===== config.mk =====
export PLATFORM = sky130hd
export DESIGN_NAME = lcd3_mux_drv
export DESIGN_NICKNAME = d
export VERILOG_FILES = /design/src/rtl/lcd3_pkg.sv /design/src/rtl/lcd3_phase_seq.sv /design/src/rtl/lcd3_frame_latch.sv /design/src/rtl/lcd3_level_gen.sv /design/src/rtl/lcd3_mux_drv.sv
export SDC_FILE = /design/constraint.sdc
export NUM_CORES = 1
export LEC_CHECK = 0
export BUFFER_PORTS_ARGS = -buffer_cell sky130_fd_sc_hd__buf_2
export CAP_MARGIN = 20
export CORE_MARGIN = 4
export CORE_UTILIZATION = 30
export DETAILED_ROUTE_END_ITERATION = 10
export GPL_ROUTABILITY_DRIVEN = 0
export PLACE_DENSITY = 0.57
export SYNTH_ARGS = -nofsm -noshare
export SYNTH_HDL_FRONTEND = slang
export SYNTH_SLANG_ARGS = --single-unit

===== constraint.sdc =====
create_clock -name clk -period 3.4 [get_ports clk]
set_input_delay 0.34 -clock clk [delete_from_list [all_inputs] [get_ports clk]]
set_output_delay 0.34 -clock clk [all_outputs]
set_load 0.01 [all_outputs]

===== src/rtl/lcd3_pkg.sv =====
package lcd3_pkg;
  localparam int NUM_BP     = 3;
  localparam int NUM_PHASES = 2 * NUM_BP;

  typedef logic [1:0] lvl_t;

  localparam lvl_t LVL_GND   = 2'd0;
  localparam lvl_t LVL_THIRD = 2'd1;
  localparam lvl_t LVL_TWO3  = 2'd2;
  localparam lvl_t LVL_FULL  = 2'd3;

  // 3 - x on a 2-bit code is its bitwise complement
  function automatic lvl_t mirror(input lvl_t x, input logic inv);
    return inv ? ~x : x;
  endfunction
endpackage


===== src/rtl/lcd3_phase_seq.sv =====
module lcd3_phase_seq #(
  parameter int PHASE_CYCLES     = 8192,
  parameter int FRAMES_PER_LATCH = 5
) (
  input  logic       clk,
  input  logic       rst,
  output logic       run,
  output logic       adv,
  output logic       load,
  output logic [1:0] nxt_bp,
  output logic       nxt_inv
);
  localparam int CW = (PHASE_CYCLES > 1) ? $clog2(PHASE_CYCLES) : 1;
  localparam int FW = (FRAMES_PER_LATCH > 1) ? $clog2(FRAMES_PER_LATCH) : 1;
  localparam logic [CW-1:0] CNT_LAST = CW'(PHASE_CYCLES - 1);
  localparam logic [FW-1:0] FR_LAST  = FW'(FRAMES_PER_LATCH - 1);
  localparam logic [2:0]    PH_LAST  = 3'(lcd3_pkg::NUM_PHASES - 1);

  logic [CW-1:0] cnt;
  logic [2:0]    ph, ph_n;
  logic [FW-1:0] fr;
  logic          tick, frame_end;

  assign tick      = run && (cnt == CNT_LAST);
  assign frame_end = tick && (ph == PH_LAST);
  assign load      = !run || (frame_end && (fr == FR_LAST));
  assign adv       = load || tick;

  always_comb begin
    if (!run)          ph_n = 3'd0;
    else if (frame_end) ph_n = 3'd0;
    else if (tick)     ph_n = ph + 3'd1;
    else               ph_n = ph;
  end

  always_comb begin
    nxt_inv = (ph_n >= 3'd3);
    nxt_bp  = nxt_inv ? 2'(ph_n - 3'd3) : ph_n[1:0];
  end

  always_ff @(posedge clk) begin
    if (rst) begin
      run <= 1'b0;
      cnt <= '0;
      ph  <= 3'd0;
      fr  <= '0;
    end else begin
      run <= 1'b1;
      if (!run || tick) cnt <= '0;
      else              cnt <= cnt + CW'(1);
      ph <= ph_n;
      if (frame_end) fr <= (fr == FR_LAST) ? '0 : fr + FW'(1);
    end
  end
endmodule


===== src/rtl/lcd3_frame_latch.sv =====
module lcd3_frame_latch #(
  parameter int W = 39
) (
  input  logic         clk,
  input  logic         rst,
  input  logic         load,
  input  logic [W-1:0] d,
  output logic [W-1:0] q,
  output logic [W-1:0] view
);
  always_ff @(posedge clk) begin
    if (rst)       q <= '0;
    else if (load) q <= d;
  end

  // on a load edge the new bitmap feeds the phase that starts there
  assign view = load ? d : q;
endmodule


===== src/rtl/lcd3_level_gen.sv =====
module lcd3_level_gen
  import lcd3_pkg::*;
#(
  parameter int NUM_SEG = 13
) (
  input  logic [3*NUM_SEG-1:0] map,
  input  logic [1:0]           bp_sel,
  input  logic                 inv,
  output logic [2*NUM_BP-1:0]  bp_code,
  output logic [2*NUM_SEG-1:0] seg_code
);
  for (genvar j = 0; j < NUM_BP; j++) begin : g_bp
    lvl_t base;
    assign base = (bp_sel == 2'(j)) ? LVL_FULL : LVL_THIRD;
    assign bp_code[2*j +: 2] = mirror(base, inv);
  end

  for (genvar k = 0; k < NUM_SEG; k++) begin : g_seg
    logic [2:0] trio;
    logic       on;
    lvl_t       base;
    assign trio = map[3*k +: 3];
    always_comb begin
      case (bp_sel)
        2'd0:    on = trio[0];
        2'd1:    on = trio[1];
        default: on = trio[2];
      endcase
    end
    assign base = on ? LVL_GND : LVL_TWO3;
    assign seg_code[2*k +: 2] = mirror(base, inv);
  end
endmodule


===== src/rtl/lcd3_mux_drv.sv =====
module lcd3_mux_drv #(
  parameter int NUM_SEG          = 13,
  parameter int PHASE_CYCLES     = 8192,
  parameter int FRAMES_PER_LATCH = 5
) (
  input  logic                 clk,
  input  logic                 rst,
  input  logic [3*NUM_SEG-1:0] seg_map,
  output logic [5:0]           bp_lvl,
  output logic [2*NUM_SEG-1:0] seg_lvl
);
  localparam int MW = 3 * NUM_SEG;

  logic          seq_run, upd, latch_en, nxt_inv;
  logic [1:0]    nxt_bp;
  logic [MW-1:0] map_hold, map_view;
  logic [5:0]            bp_d;
  logic [2*NUM_SEG-1:0]  seg_d;

  lcd3_phase_seq #(
    .PHASE_CYCLES    (PHASE_CYCLES),
    .FRAMES_PER_LATCH(FRAMES_PER_LATCH)
  ) u_seq (
    .clk    (clk),
    .rst    (rst),
    .run    (seq_run),
    .adv    (upd),
    .load   (latch_en),
    .nxt_bp (nxt_bp),
    .nxt_inv(nxt_inv)
  );

  lcd3_frame_latch #(.W(MW)) u_latch (
    .clk (clk),
    .rst (rst),
    .load(latch_en),
    .d   (seg_map),
    .q   (map_hold),
    .view(map_view)
  );

  lcd3_level_gen #(.NUM_SEG(NUM_SEG)) u_lvl (
    .map     (map_view),
    .bp_sel  (nxt_bp),
    .inv     (nxt_inv),
    .bp_code (bp_d),
    .seg_code(seg_d)
  );

  always_ff @(posedge clk) begin
    if (rst) begin
      bp_lvl  <= '0;
      seg_lvl <= '0;
    end else if (upd) begin
      bp_lvl  <= bp_d;
      seg_lvl <= seg_d;
    end
  end
endmodule


After elaboration in Yosys (flattened, before gate mapping):

Cells that the tools add are included.

* output and inout port bits: 32
* bits of input ports: 41
* logic and storage cells: 94
* register bits after elaboration: 91

* reductions and logical operators: 9
* bitwise logic cells: 16
* mux-type cells: 52
* add/subtract/negate cells: 4
* magnitude comparators: 1
* eq/ne operators: 5

Operator list (number)
* $mux W2: 33
* $mux W39: 1
* $not A2 Y2: 16
* $pmux W1 S2: 13
* $add A13 B1 Y13 const B: 1
* $eq A13 B13 Y1 const B: 1
* $mux W3: 4
* $add A3 B1 Y3 const B: 2
* $eq A3 B3 Y1 const B: 2
* $ge A3 B2 Y1 const B: 1
* $logic_and A1 B1 Y1: 3
* $logic_or A1 B1 Y1: 3
* $eq A2 B1 Y1 const B: 1
* $eq A2 B2 Y1 const B: 1
* $logic_not A2 Y1: 1
* $reduce_or A2 Y1: 1
* $sub A2 B2 Y2 const B: 1
* $logic_not A1 Y1: 1
* $mux W1: 1

Depth between registers and ports, before layout:

Gate-level depths: netlist of the first run.

* depth after elaboration: 12
* gate-level depth with buffers: 14
* gate-level depth less buffers: 13

Cells and area by module:

A second synthesis of the first run with hierarchy kept.

* cell total of the unflattened synthesis: 435
* area, all modules: 4410.5 um2

By module, submodules not included
* lcd3_frame_latch: cells each 125, area an instance 1545.2 um2, instances 1, sequential area each 780.7 um2
* lcd3_mux_drv: cells each 103, area an instance 1163.6 um2, instances 1, sequential area each 640.6 um2
* lcd3_phase_seq: cells each 126, area an instance 1089.8 um2, instances 1, sequential area each 400.4 um2
* lcd3_level_gen: cells each 81, area an instance 611.8 um2, instances 1, sequential area each 0.0 um2

Worst setup path after synthesis of the first run:

Ideal clock, no wire load.

* path type: reg-to-reg
* start: register u_seq.cnt[0]
* end: register seg_lvl[15]
* arrival time: 3.001 ns
* period minus slack after synthesis: 3.083 ns
* buffers on the path: 0
* data required time: 3.317 ns
* setup time: 0.083 ns
* slack: 0.317 ns
* stages on the path, launching flop included: 12
* cell sequence: dfxtp_1 ha_1 nand4_2 or4_4 and2_1 nand2_1 inv_1 ha_1 nor2_1 mux2i_1 o221a_2 o221ai_1

* cells in the longest elaborated chain, start to end: 12
* elaborated cells on any way between the ends: 19
* classes of those cells: add/sub: 1; order compare: 1; eq/ne: 2; mux: 8; bitwise: 1; reduce/logical: 6

Ends and longest elaborated chain
* start: declaration: line lcd3_phase_seq.sv:19 `logic [CW-1:0] cnt;`
* start signal: assignment: line lcd3_phase_seq.sv:50 `else cnt <= cnt + CW'(1);`
* $eq A13 B13 Y1 (*): line lcd3_phase_seq.sv:24 `assign tick = run && (cnt == CNT_LAST);`
* $logic_and A1 B1 Y1 (*): line lcd3_phase_seq.sv:24
* $mux W3 / $logic_and A1 B1 Y1 (equally long branches): line lcd3_phase_seq.sv:32, lcd3_phase_seq.sv:25
* $mux W3 (*): line lcd3_phase_seq.sv:31 `else if (frame_end) ph_n = 3'd0;`
* $mux W3 (*): line lcd3_phase_seq.sv:30 `if (!run) ph_n = 3'd0;`
* via u_seq.ph_n[1]: line lcd3_phase_seq.sv:20 `logic [2:0] ph, ph_n;`
* $ge A3 B2 Y1 / $sub A2 B2 Y2 (equally long branches): line lcd3_phase_seq.sv:37, lcd3_phase_seq.sv:38
* $mux W2: line lcd3_phase_seq.sv:38 `nxt_bp = nxt_inv ? 2'(ph_n - 3'd3) : ph_n[1:0];`
* $eq A2 B1 Y1 / $logic_not A2 Y1 (equally long branches): line lcd3_level_gen.sv:24 `case (bp_sel)`
* $pmux W1 S2: line lcd3_level_gen.sv:24
* $mux W2: line lcd3_level_gen.sv:30 `assign base = on ? LVL_GND : LVL_TWO3;`
* $not A2 Y2: line lcd3_pkg.sv:14 `return inv ? ~x : x;`
* $mux W2 (*): line lcd3_pkg.sv:14
* end signal: assignment: line lcd3_mux_drv.sv:56 `seg_lvl <= seg_d;`
* end: declaration: line lcd3_mux_drv.sv:10 `output logic [2*NUM_SEG-1:0] seg_lvl`

Mark *: on every way through the listed nets, which the timed path passes. The rest lies on a longest branch.
A chain may end at the register's enable or synchronous reset.

Worst setup path after layout of the first run:

* start: register u_seq.cnt[0]
* end: register seg_lvl[21]

Same word-level chain as after synthesis.

==> results.ini, run 1 <==
[status]
status = completed

[routing]
vias = 3305
post-route-drc-count = 0
viasPerCell = 4.89
ant_nets = 0
wire_per_inst_um = 14.4
drt_iter0_markers = 160
routed_wl_um = 9740
dr.pass1.iters = 4

[pwr]
power_density_nw_per_um2 = 451
ir_worst_vdd_mv = 0.297
p_switching_w = 0.000506
p_leak_nw = 2.07
p_int_w = 0.00162
p_clk_frac = 0.447
combPwrFrac = 0.100
seqPwrFrac = 0.453
netSwitchingFraction = 0.238

[cts]
cts_tree = yes
htreeDepth = 3
post_cts_buffers = 0
cts_root_buffer = clkbuf_16
cts-buffers-inserted = 9
hold_buffers = 0
cts_max_path_buffers = 2
cts_sinks = 77
clk_latency_ns = 0.33
clk_pin_slew_ns = 0.06

[floorplan]
die_area_um2 = 14900
initial_core_util = 0.308
die_height_um = 122
core_area_um2 = 12700
fp.dieW_um = 122
num_rows = 41
io_pins = 73

[timing]
tightest_slew_ns = 0.636
max_freq_mhz = 324
hold_viol_final = 0
slew_violations = 0
fin_crit_ns = 3.09
skew_ns = 0.00547
max_slew_margin = 0.574
setup_viol = 0
finalSetupTns_ns = 0
fin_crit_sh = 0.908
rsz0062_at_grt = no

[synthesis]
synth.avg_cell_area_um2 = 9.04
syn-num-nets = 478
ys_warn_count = 0
postSynthCellCount = 431
synth-seq-area-share = 0.396
synth.distinct_cells = 52
synth_edf_count = 0
synth_ff_type = dfxtp_1
syn_area_um2 = 3900
ys_ff_latch = 77
async_reset_ff_frac = 0

[cells_and_area]
syn2layout_area_growth_pct = 21.2
n_antenna_cell = 0
design_area_um2 = 4720
final_cell_mix = dfxtp_1 (77), buf_2 (72), nor2_1 (64), mux2i_1 (38), nand2_1 (27)
layout-drive-gt1-share = 0.262
final_common_cell = dfxtp_1
fin_nets = 546
final_util = 0.373

[worst_setup_path]
crit_chain = ha_1, nand4_2, or4_4, and2_1, nand2_1, inv_1, ha_1, a211oi_4, buf_4, o22ai_1, buf_4, o21ai_1, a21boi_1, o211ai_1
critPathKind = flop to flop
crit_path_end = seg_lvl[21]
reg2reg_from = u_seq.cnt[0]
startpoint = u_seq.cnt[0]
critPathArrivalTime_ns = 3.28
r2r_end = seg_lvl[21]
start_kind = flop
path_depth = 14
cp_slowest_cell = or4_4
endpoint_kind = flop
cp_num_buf_inv = 3
cpLargestDelayFamily = simple AND/OR/NAND/NOR gates
cp.required_ns = 3.60
rrSetupSlack_ns = 0.31
reg2reg_depth = 14
crit_path_max_fanout = 7
critPathMaxStageDelay_ns = 0.54

[placement]
portBuffers = 72
dp_hpwl_um = 7240
placed_cell_area_um2 = 4410

[global_route]
grt_antenna_before_repair = 0
grtUsageTotal = 0.136
grt_pass1_wl_um = 16200
grt.overflow.total = 0
grt_max_degree = 40
grt_pass1_vias = 3255

[job]
max_cap_violations = 0

[worst_hold_path]
hp-class = primary input to flop

## worst min path at each step
stage / start / endpoint / slack [ns] / depth (start not counted)
after floorplan: u_seq.cnt[0] / u_seq.cnt[0] / 0.42 / 1
after global placement: u_seq.cnt[0] / u_seq.cnt[0] / 0.43 / 1
after detailed placement: u_seq.cnt[0] / u_seq.cnt[0] / 0.44 / 1
after CTS: seg_map[32] / u_latch.q[32] / 0.27 / 3
after global routing: seg_map[11] / u_latch.q[11] / 0.31 / 3
final: seg_map[38] / u_latch.q[38] / 0.28 / 3
## synth_stat cells, drive strengths merged, types with 2 or more instances
cell / n / area (um^2)
a2111oi: 7 / 61.3
xor2: 5 / 43.8
inv: 17 / 63.8
dfxtp: 77 / 1540
mux2i: 38 / 380
o22ai: 2 / 12.5
o22a: 5 / 43.8
and4: 2 / 18.8
clkbuf: 14 / 52.6
ha: 6 / 75.1
a21o: 10 / 75.1
mux2: 8 / 97.6
nor2: 65 / 246
nand3: 10 / 50.1
and3: 2 / 12.5
or4: 2 / 22.5
xnor2: 5 / 43.8
nand2: 27 / 101
o221ai: 7 / 61.3
o211ai: 24 / 185
o21ai: 11 / 70.1
buf: 24 / 191
a21oi: 13 / 68.8
a22oi: 3 / 22.5
nor3: 2 / 10.0
a21boi: 7 / 52.6
and2: 8 / 50.1
nor3b: 4 / 30.0
nand4: 13 / 93.8
nand4b: 2 / 17.5
## layer usage
layer / wire length, um / vias to the layer above / global-route usage / share of wire
li1: - / 1671 / - / -
met1: 4590 / 1549 / 0.174 / 0.47
met2: 4480 / 74 / 0.221 / 0.46
met3: 560 / 11 / 0.0362 / 0.057
met4: 113 / 0 / 0.0455 / 0.012
met5: 0 / - / 0 / 0
## cell families after synthesis
kind of cell | after synthesis | synth area share
muxes | 46 | 0.123
and+or+nand+nor | 141 | 0.175
xor gates and xnor gates | 10 | 0.0225
DFF | 77 | 0.396
adders and majority gates | 6 | 0.0193
buffers and inverters | 55 | 0.0790
AOI/OAI and AO/OA | 96 | 0.186
## area by class of cell
| type | instances | area, um^2 |
|---|---|---|
| clock buffer | 10 | 239 |
| fill | 1310 | 7950 |
| sequential | 77 | 1540 |
| inverter | 17 | 63.8 |
| tap | 172 | 215 |
| timing repair buffer | 95 | 546 |
| clock inverter | 6 | 61.3 |
| multi-input combinational | 299 | 2060 |
## state kept, by name, summed over array words and instances, names as in the netlist
| signal | cells |
|---|---|
| bp_lvl | 4 |
| seg_lvl | 14 |
| u_latch.q | 39 |
| u_seq.cnt | 13 |
| u_seq.fr | 3 |
| u_seq.ph | 3 |
| u_seq.run | 1 |
## per-stage QoR
| step | std cells | hold WS (ns) | power [W] | worst slack, ns |
|---|---|---|---|---|
| global route | 676 | 0.309 | 0.00223 | 0.0394 |
| finish | 676 | 0.280 | 0.00213 | 0.314 |
| floorplan | 431 | 0.418 | 0.00113 | 0.317 |
| detailed placement | 659 | 0.441 | 0.00120 | 0.0456 |
| CTS | 675 | 0.268 | 0.00216 | 0.0387 |
| global placement | 659 | 0.430 | 0.00119 | 0.122 |
## worst register-to-register path, cell delays in order (launching register included)
cell	delay [ns]
dfxtp_1	0.35
ha_1	0.19
nand4_2	0.13
or4_4	0.54
and2_1	0.20
nand2_1	0.08
inv_1	0.04
ha_1	0.21
a211oi_4	0.19
buf_4	0.18
o22ai_1	0.12
buf_4	0.21
o21ai_1	0.22
a21boi_1	0.19
o211ai_1	0.10
## power by group through the flow
stage	Sequential (W)	Clock (W)	Combinational [W]
after floorplan	0.000987	0	0.000139
final	0.000965	0.000953	0.000212
after global placement	0.000985	0	0.000210
after CTS	0.000966	0.000978	0.000215
after detailed placement	0.000986	0	0.000214
after global routing	0.000970	0.00102	0.000237
## what timing repair did
| action | in CTS | in global routing |
|---|---|---|
| endpoints found under the setup margin | 0 | 3 |
| resized for setup | 0 | 5 |
| hold endpoints to repair | 0 | 0 |
Power figures use the tool's default switching activity.
==> run 2: changes to the inputs <==
Settings changed: PLACE_DENSITY 0.57 to 0.52.
==> results.ini, run 2 (synthesized netlist as in run 1, its figures left out) <==
[status]
status = completed  ; unchanged

[cells_and_area]
final_common_cell = dfxtp_1  ; unchanged
fillCellCount = 1328  ; was 1310
reg_top3 = u_latch.q x39, seg_lvl x14, u_seq.cnt x13  ; unchanged
multiInputGateArea_um2 = 2090  ; was 2060 um^2
ff_latch_area_um2 = 1540  ; unchanged
final_util = 0.374  ; was 0.373
largest_reg_flops = 39  ; unchanged
layout-drive-gt1-share = 0.259  ; was 0.262
top_register = u_latch.q  ; unchanged
fin_nets = 540  ; was 546
n_antenna_cell = 0  ; unchanged
final_cell_mix = dfxtp_1 (77), buf_2 (72), nor2_1 (64), mux2i_1 (36), nand2_1 (27)  ; was dfxtp_1 (77), buf_2 (72), nor2_1 (64), mux2i_1 (38), nand2_1 (27)
syn2layout_area_growth_pct = 21.7  ; was 21.2%

[cts]
hold_buffers = 0  ; unchanged
cts_sinks = 77  ; unchanged
clk_latency_ns = 0.33  ; about the same
cts_max_path_buffers = 2  ; unchanged
post_cts_buffers = 0  ; unchanged
htreeDepth = 3  ; unchanged
clk_pin_slew_ns = 0.06  ; about the same
cts-buffers-inserted = 9  ; unchanged
cts_tree = yes  ; unchanged
cts_root_buffer = clkbuf_16  ; unchanged

[worst_hold_path]
hp-start = seg_map[11]  ; was seg_map[38]
hold_end = u_latch.q[11]  ; was u_latch.q[38]
hp-class = primary input to flop  ; unchanged
whs_path_depth = 3  ; unchanged

[floorplan]
initial_core_util = 0.308  ; unchanged
die_height_um = 122  ; unchanged
core_area_um2 = 12700  ; unchanged
die_area_um2 = 14900  ; unchanged
num_rows = 41  ; unchanged
io_pins = 73  ; unchanged
fp.dieW_um = 122  ; unchanged

[worst_setup_path]
reg2reg_from = u_seq.cnt[0]  ; unchanged
r2r_end = seg_lvl[23]  ; was seg_lvl[21]
endpoint_kind = flop  ; unchanged
critPathMaxStageDelay_ns = 0.54  ; about the same
reg2reg_depth = 13  ; was 14
cp_slowest_cell = or4_4  ; unchanged
rrSetupSlack_ns = 0.23  ; was 0.31 ns
crit_chain = ha_2, nand4_2, or4_4, and2_1, nand2_1, inv_1, ha_1, nand3_1, o22ai_2, nor2_4, buf_4, o221ai_1, o211ai_1  ; was ha_1, nand4_2, or4_4, and2_1, nand2_1, inv_1, ha_1, a211oi_4, buf_4, o22ai_1, buf_4, o21ai_1, a21boi_1, o211ai_1
crit_path_max_fanout = 10  ; was 7
cp.required_ns = 3.60  ; about the same
start_kind = flop  ; unchanged
critPathArrivalTime_ns = 3.37  ; was 3.28 ns
critPathKind = flop to flop  ; unchanged

[global_route]
grt_antenna_before_repair = 0  ; unchanged
grt.overflow.total = 0  ; unchanged
grt_pass1_wl_um = 16400  ; was 16200 um
grt_max_degree = 43  ; was 40
grtUsageTotal = 0.139  ; was 0.136
grt_pass1_vias = 3245  ; was 3255

[routing]
viasPerCell = 4.94  ; was 4.89
vias = 3311  ; was 3305
routed_wl_um = 9960  ; was 9740 um
post-route-drc-count = 0  ; unchanged
dr.pass1.iters = 4  ; unchanged
drt_iter0_markers = 134  ; was 160
wire_per_inst_um = 14.9  ; was 14.4 um
ant_nets = 0  ; unchanged

[timing]
fin_crit_ns = 3.17  ; was 3.09 ns
max_slew_margin = 0.422  ; was 0.574
setup_viol = 0  ; unchanged
rsz0062_at_grt = no  ; unchanged
hold_viol_final = 0  ; unchanged
skew_ns = 0.00645  ; was 0.00547 ns
fin_crit_sh = 0.932  ; was 0.908
max_freq_mhz = 316  ; was 324 MHz
tightest_slew_ns = 0.864  ; was 0.636 ns
slew_violations = 0  ; unchanged

[placement]
portBuffers = 72  ; unchanged
dp_hpwl_um = 7200  ; was 7240 um

[pwr]
p_leak_nw = 2.04  ; was 2.07 nW
p_total_w = 0.00223  ; was 0.00213 W
ir_worst_vdd_mv = 0.216  ; was 0.297 mV
power_density_nw_per_um2 = 470  ; was 451 nW/um^2

[job]
max_cap_violations = 0  ; unchanged

==> run 2: power breakdown <==
group	leakage, nW	switching, W	total (W)	internal (W)
registers	0.633	0.0000174	0.000964	0.000946
logic	1.25	0.000123	0.000215	0.0000921
clock network	0.156	0.000368	0.00105	0.000684
==> run 2: worst max-delay path by stage <==
| stage | from | to | slack [ns] |
|---|---|---|---|
| 6_report | u_seq.cnt[0] | seg_lvl[23] | 0.23 |
| 5_1_grt | u_seq.cnt[0] | seg_lvl[5] | 0.01 |
| 4_1_cts | u_seq.cnt[0] | seg_lvl[23] | 0.11 |
| 3_5_place_dp | u_seq.cnt[0] | seg_lvl[11] | -0.09 |
| 3_3_place_gp | u_seq.cnt[0] | seg_lvl[11] | 0.05 |
| 2_1_floorplan | u_seq.cnt[0] | seg_lvl[15] | 0.32 |
==> run 2: final cells by class <==
cell class	instances	area share
Timing Repair Buffer	89	0.106
Clock buffer	13	0.0549
Sequential cell	77	0.325
Clock inverter	3	0.0142
Inverter	17	0.0135
Tap cell	172	0.0454
Multi-Input combinational cell	299	0.441
==> run 2: per-layer routing <==
metal	share of wire	wire length, um	GRT usage	up-vias
met1	0.48	4730	0.183	1565
met2	0.46	4600	0.220	77
met4	0.012	120	0.0399	0
li1	-	-	-	1659
met5	0	0	0	-
met3	0.050	500	0.0413	10
==> run 2: timing repair <==
| item | CTS | global route |
|---|---|---|
| pin swaps | 0 | 0 |
| setup endpoints to repair | 7 | 9 |
| cloned | 0 | 0 |
| resized for setup | 2 | 6 |
==> run 2: through the flow <==
step | setup slack (ns) | hold WS (ns) | instance area [um^2] | cells | setup TNS, ns
after detailed placement | -0.0891 | 0.440 | 4380 | 654 | -0.430
after CTS | 0.114 | 0.265 | 4710 | 670 | 0
after global placement | 0.0460 | 0.429 | 4380 | 654 | 0
final | 0.233 | 0.275 | 4740 | 670 | 0
after floorplan | 0.317 | 0.418 | 3900 | 431 | 0
after global routing | 0.0122 | 0.270 | 4740 | 670 | 0
==> run 2: worst max-delay path: cells and delay by family, from the launching register on <==
family	cells	cell delay [ns]
and+or+nand+nor	6	1.19
adders and majority gates	2	0.61
AOI/OAI and AO/OA	3	0.63
DFF	1	0.35
buffers and inverters	2	0.24
==> run 3: changes to the inputs <==
Settings changed: PLACE_DENSITY 0.52 to unset.
==> results.ini, run 3 (synthesized netlist as in run 1, its figures left out) <==
[status]
status = completed  ; unchanged

[worst_hold_path]
hold_end = u_latch.q[14]  ; was u_latch.q[11]
hp-start = seg_map[14]  ; was seg_map[11]
hp-class = primary input to flop  ; unchanged
whs_path_depth = 3  ; unchanged

[placement]
portBuffers = 72  ; unchanged
dp_hpwl_um = 7340  ; was 7200 um
placed_cell_area_um2 = 4430  ; was 4380 um^2

[cells_and_area]
final_cell_mix = dfxtp_1 (77), buf_2 (72), nor2_1 (64), mux2i_1 (37), nand2_1 (27)  ; was dfxtp_1 (77), buf_2 (72), nor2_1 (64), mux2i_1 (36), nand2_1 (27)
reg_top3 = u_latch.q x39, seg_lvl x14, u_seq.cnt x13  ; unchanged
final_common_cell = dfxtp_1  ; unchanged
fillCellCount = 1303  ; was 1328
syn2layout_area_growth_pct = 22.8  ; was 21.7%
design_area_um2 = 4790  ; was 4740 um^2
fin_nets = 547  ; was 540
top_register = u_latch.q  ; unchanged
largest_reg_flops = 39  ; unchanged
layout-drive-gt1-share = 0.265  ; was 0.259
n_antenna_cell = 0  ; unchanged

[worst_setup_path]
critPathKind = flop to flop  ; unchanged
cp.required_ns = 3.61  ; was 3.60 ns
cp_num_buf_inv = 3  ; was 2
reg2reg_depth = 14  ; was 13
crit_path_max_fanout = 7  ; was 10
cp_slowest_cell = or4_4  ; unchanged
endpoint_kind = flop  ; unchanged
start_kind = flop  ; unchanged
crit_chain = ha_1, nand4_2, or4_4, and2_1, nand2_1, inv_1, ha_1, a211oi_4, buf_4, o22ai_1, buf_4, o21ai_0, a21boi_0, o211ai_1  ; was ha_2, nand4_2, or4_4, and2_1, nand2_1, inv_1, ha_1, nand3_1, o22ai_2, nor2_4, buf_4, o221ai_1, o211ai_1
critPathMaxStageDelay_ns = 0.53  ; was 0.54 ns
rrSetupSlack_ns = 0.27  ; was 0.23 ns
reg2reg_from = u_seq.cnt[0]  ; unchanged
critPathArrivalTime_ns = 3.35  ; was 3.37 ns
cpLargestDelayFamily = simple AND/OR/NAND/NOR gates  ; unchanged
r2r_end = seg_lvl[5]  ; was seg_lvl[23]

[timing]
max_freq_mhz = 319  ; was 316 MHz
rsz0062_at_grt = no  ; unchanged
tightest_slew_ns = 0.774  ; was 0.864 ns
hold_ws_ns = 0.270  ; was 0.275 ns
skew_ns = 0.00479  ; was 0.00645 ns
setup_viol = 0  ; unchanged
slew_violations = 0  ; unchanged
hold_viol_final = 0  ; unchanged
fin_crit_ns = 3.13  ; was 3.17 ns
max_slew_margin = 0.484  ; was 0.422
fin_crit_sh = 0.921  ; was 0.932

[global_route]
grtUsageTotal = 0.139  ; about the same
grt_pass1_vias = 3335  ; was 3245
grt_antenna_before_repair = 0  ; unchanged
grt_max_degree = 45  ; was 43
grt_pass1_wl_um = 16500  ; was 16400 um
grt.overflow.total = 0  ; unchanged

[cts]
cts_sinks = 77  ; unchanged
cts_root_buffer = clkbuf_16  ; unchanged
clk_latency_ns = 0.34  ; was 0.33 ns
post_cts_buffers = 0  ; unchanged
htreeDepth = 3  ; unchanged
cts_tree = yes  ; unchanged
cts_max_path_buffers = 2  ; unchanged
clk_pin_slew_ns = 0.06  ; about the same
cts-buffers-inserted = 9  ; unchanged

[floorplan]
fp.dieW_um = 122  ; unchanged
die_height_um = 122  ; unchanged
core_area_um2 = 12700  ; unchanged
initial_core_util = 0.308  ; unchanged
num_rows = 41  ; unchanged
io_pins = 73  ; unchanged
die_area_um2 = 14900  ; unchanged

[routing]
post-route-drc-count = 0  ; unchanged
vias = 3329  ; was 3311
wire_per_inst_um = 14.6  ; was 14.9 um
routed_wl_um = 9860  ; was 9960 um
viasPerCell = 4.92  ; was 4.94
dr.pass1.iters = 4  ; unchanged
ant_nets = 0  ; unchanged
drt_iter0_markers = 202  ; was 134

[job]
max_cap_violations = 0  ; unchanged

[pwr]
p_leak_nw = 2.10  ; was 2.04 nW
power_density_nw_per_um2 = 473  ; was 470 nW/um^2
p_total_w = 0.00226  ; was 0.00223 W
ir_worst_vdd_mv = 0.324  ; was 0.216 mV

-- run 3: changes by cell type in the layout (fill, tap and decap cells not counted), moves of 2 or more --
cell      change
buf_4         +7
o21ai_1       +4
o21ai_0       -4
clkbuf_8      +2
clkbuf_1      -2
-- run 3: how the worst max path moves through the flow --
| stage | from | end | slack (ns) | depth (start not counted) |
|---|---|---|---|---|
| 3_3_place_gp | u_seq.cnt[0] | seg_lvl[11] | 0.13 | 12 |
| 4_1_cts | u_seq.cnt[0] | seg_lvl[23] | 0.16 | 12 |
| 2_1_floorplan | u_seq.cnt[0] | seg_lvl[15] | 0.32 | 11 |
| 5_1_grt | u_seq.cnt[0] | seg_lvl[5] | 0.009 | 14 |
| 6_report | u_seq.cnt[0] | seg_lvl[5] | 0.27 | 14 |
| 3_5_place_dp | u_seq.cnt[0] | seg_lvl[23] | -0.09 | 12 |
-- run 3: what timing repair did --
action,4_1_cts,5_1_grt
endpoints found under the setup margin,5,9
gates resized for setup,1,5
hold buffers,0,0
-- run 3: power by group --
group          internal [W]  switching (W)
registers          0.000947      0.0000187
clock network      0.000721       0.000363
logic             0.0000920       0.000122
-- run 3: area by class of cell --
| type | count | area, um^2 | share of cell area |
|---|---|---|---|
| multi-input combinational | 299 | 2070 | 0.432 |
| sequential | 77 | 1540 | 0.322 |
| timing repair buffer | 96 | 553 | 0.116 |
| clock buffer | 13 | 280 | 0.0585 |
| tap | 172 | 215 | 0.0450 |
| clock inverter | 3 | 65.1 | 0.0136 |
| inverter | 17 | 63.8 | 0.0133 |
-- run 3: routing by layer --
metal / share of wire / vias up / global-route usage
li1: - / 1669 / -
met1: 0.46 / 1571 / 0.176
met2: 0.47 / 76 / 0.230
met3: 0.050 / 13 / 0.0260
met4: 0.019 / 0 / 0.0637
met5: 0 / - / 0
-- run 3: worst register-to-register path, cell delays in order, from the launching register on --
cell and delay, ns:
dfxtp_1 0.36, ha_1 0.19, nand4_2 0.12, or4_4 0.53, and2_1 0.21, nand2_1 0.09, inv_1 0.05, ha_1 0.22
a211oi_4 0.20, buf_4 0.18, o22ai_1 0.14, buf_4 0.21, o21ai_0 0.21, a21boi_0 0.20, o211ai_1 0.10
-- run 3: through the flow --
step           setup WS (ns)  setup TNS (ns)  cells   util
3_5_place_dp         -0.0930          -0.417    661  0.350
5_1_grt              0.00870               0    677  0.378
4_1_cts                0.164               0    677  0.377
2_1_floorplan          0.317               0    431      -
3_3_place_gp           0.128               0    661  0.350
6_report               0.267               0    677  0.378
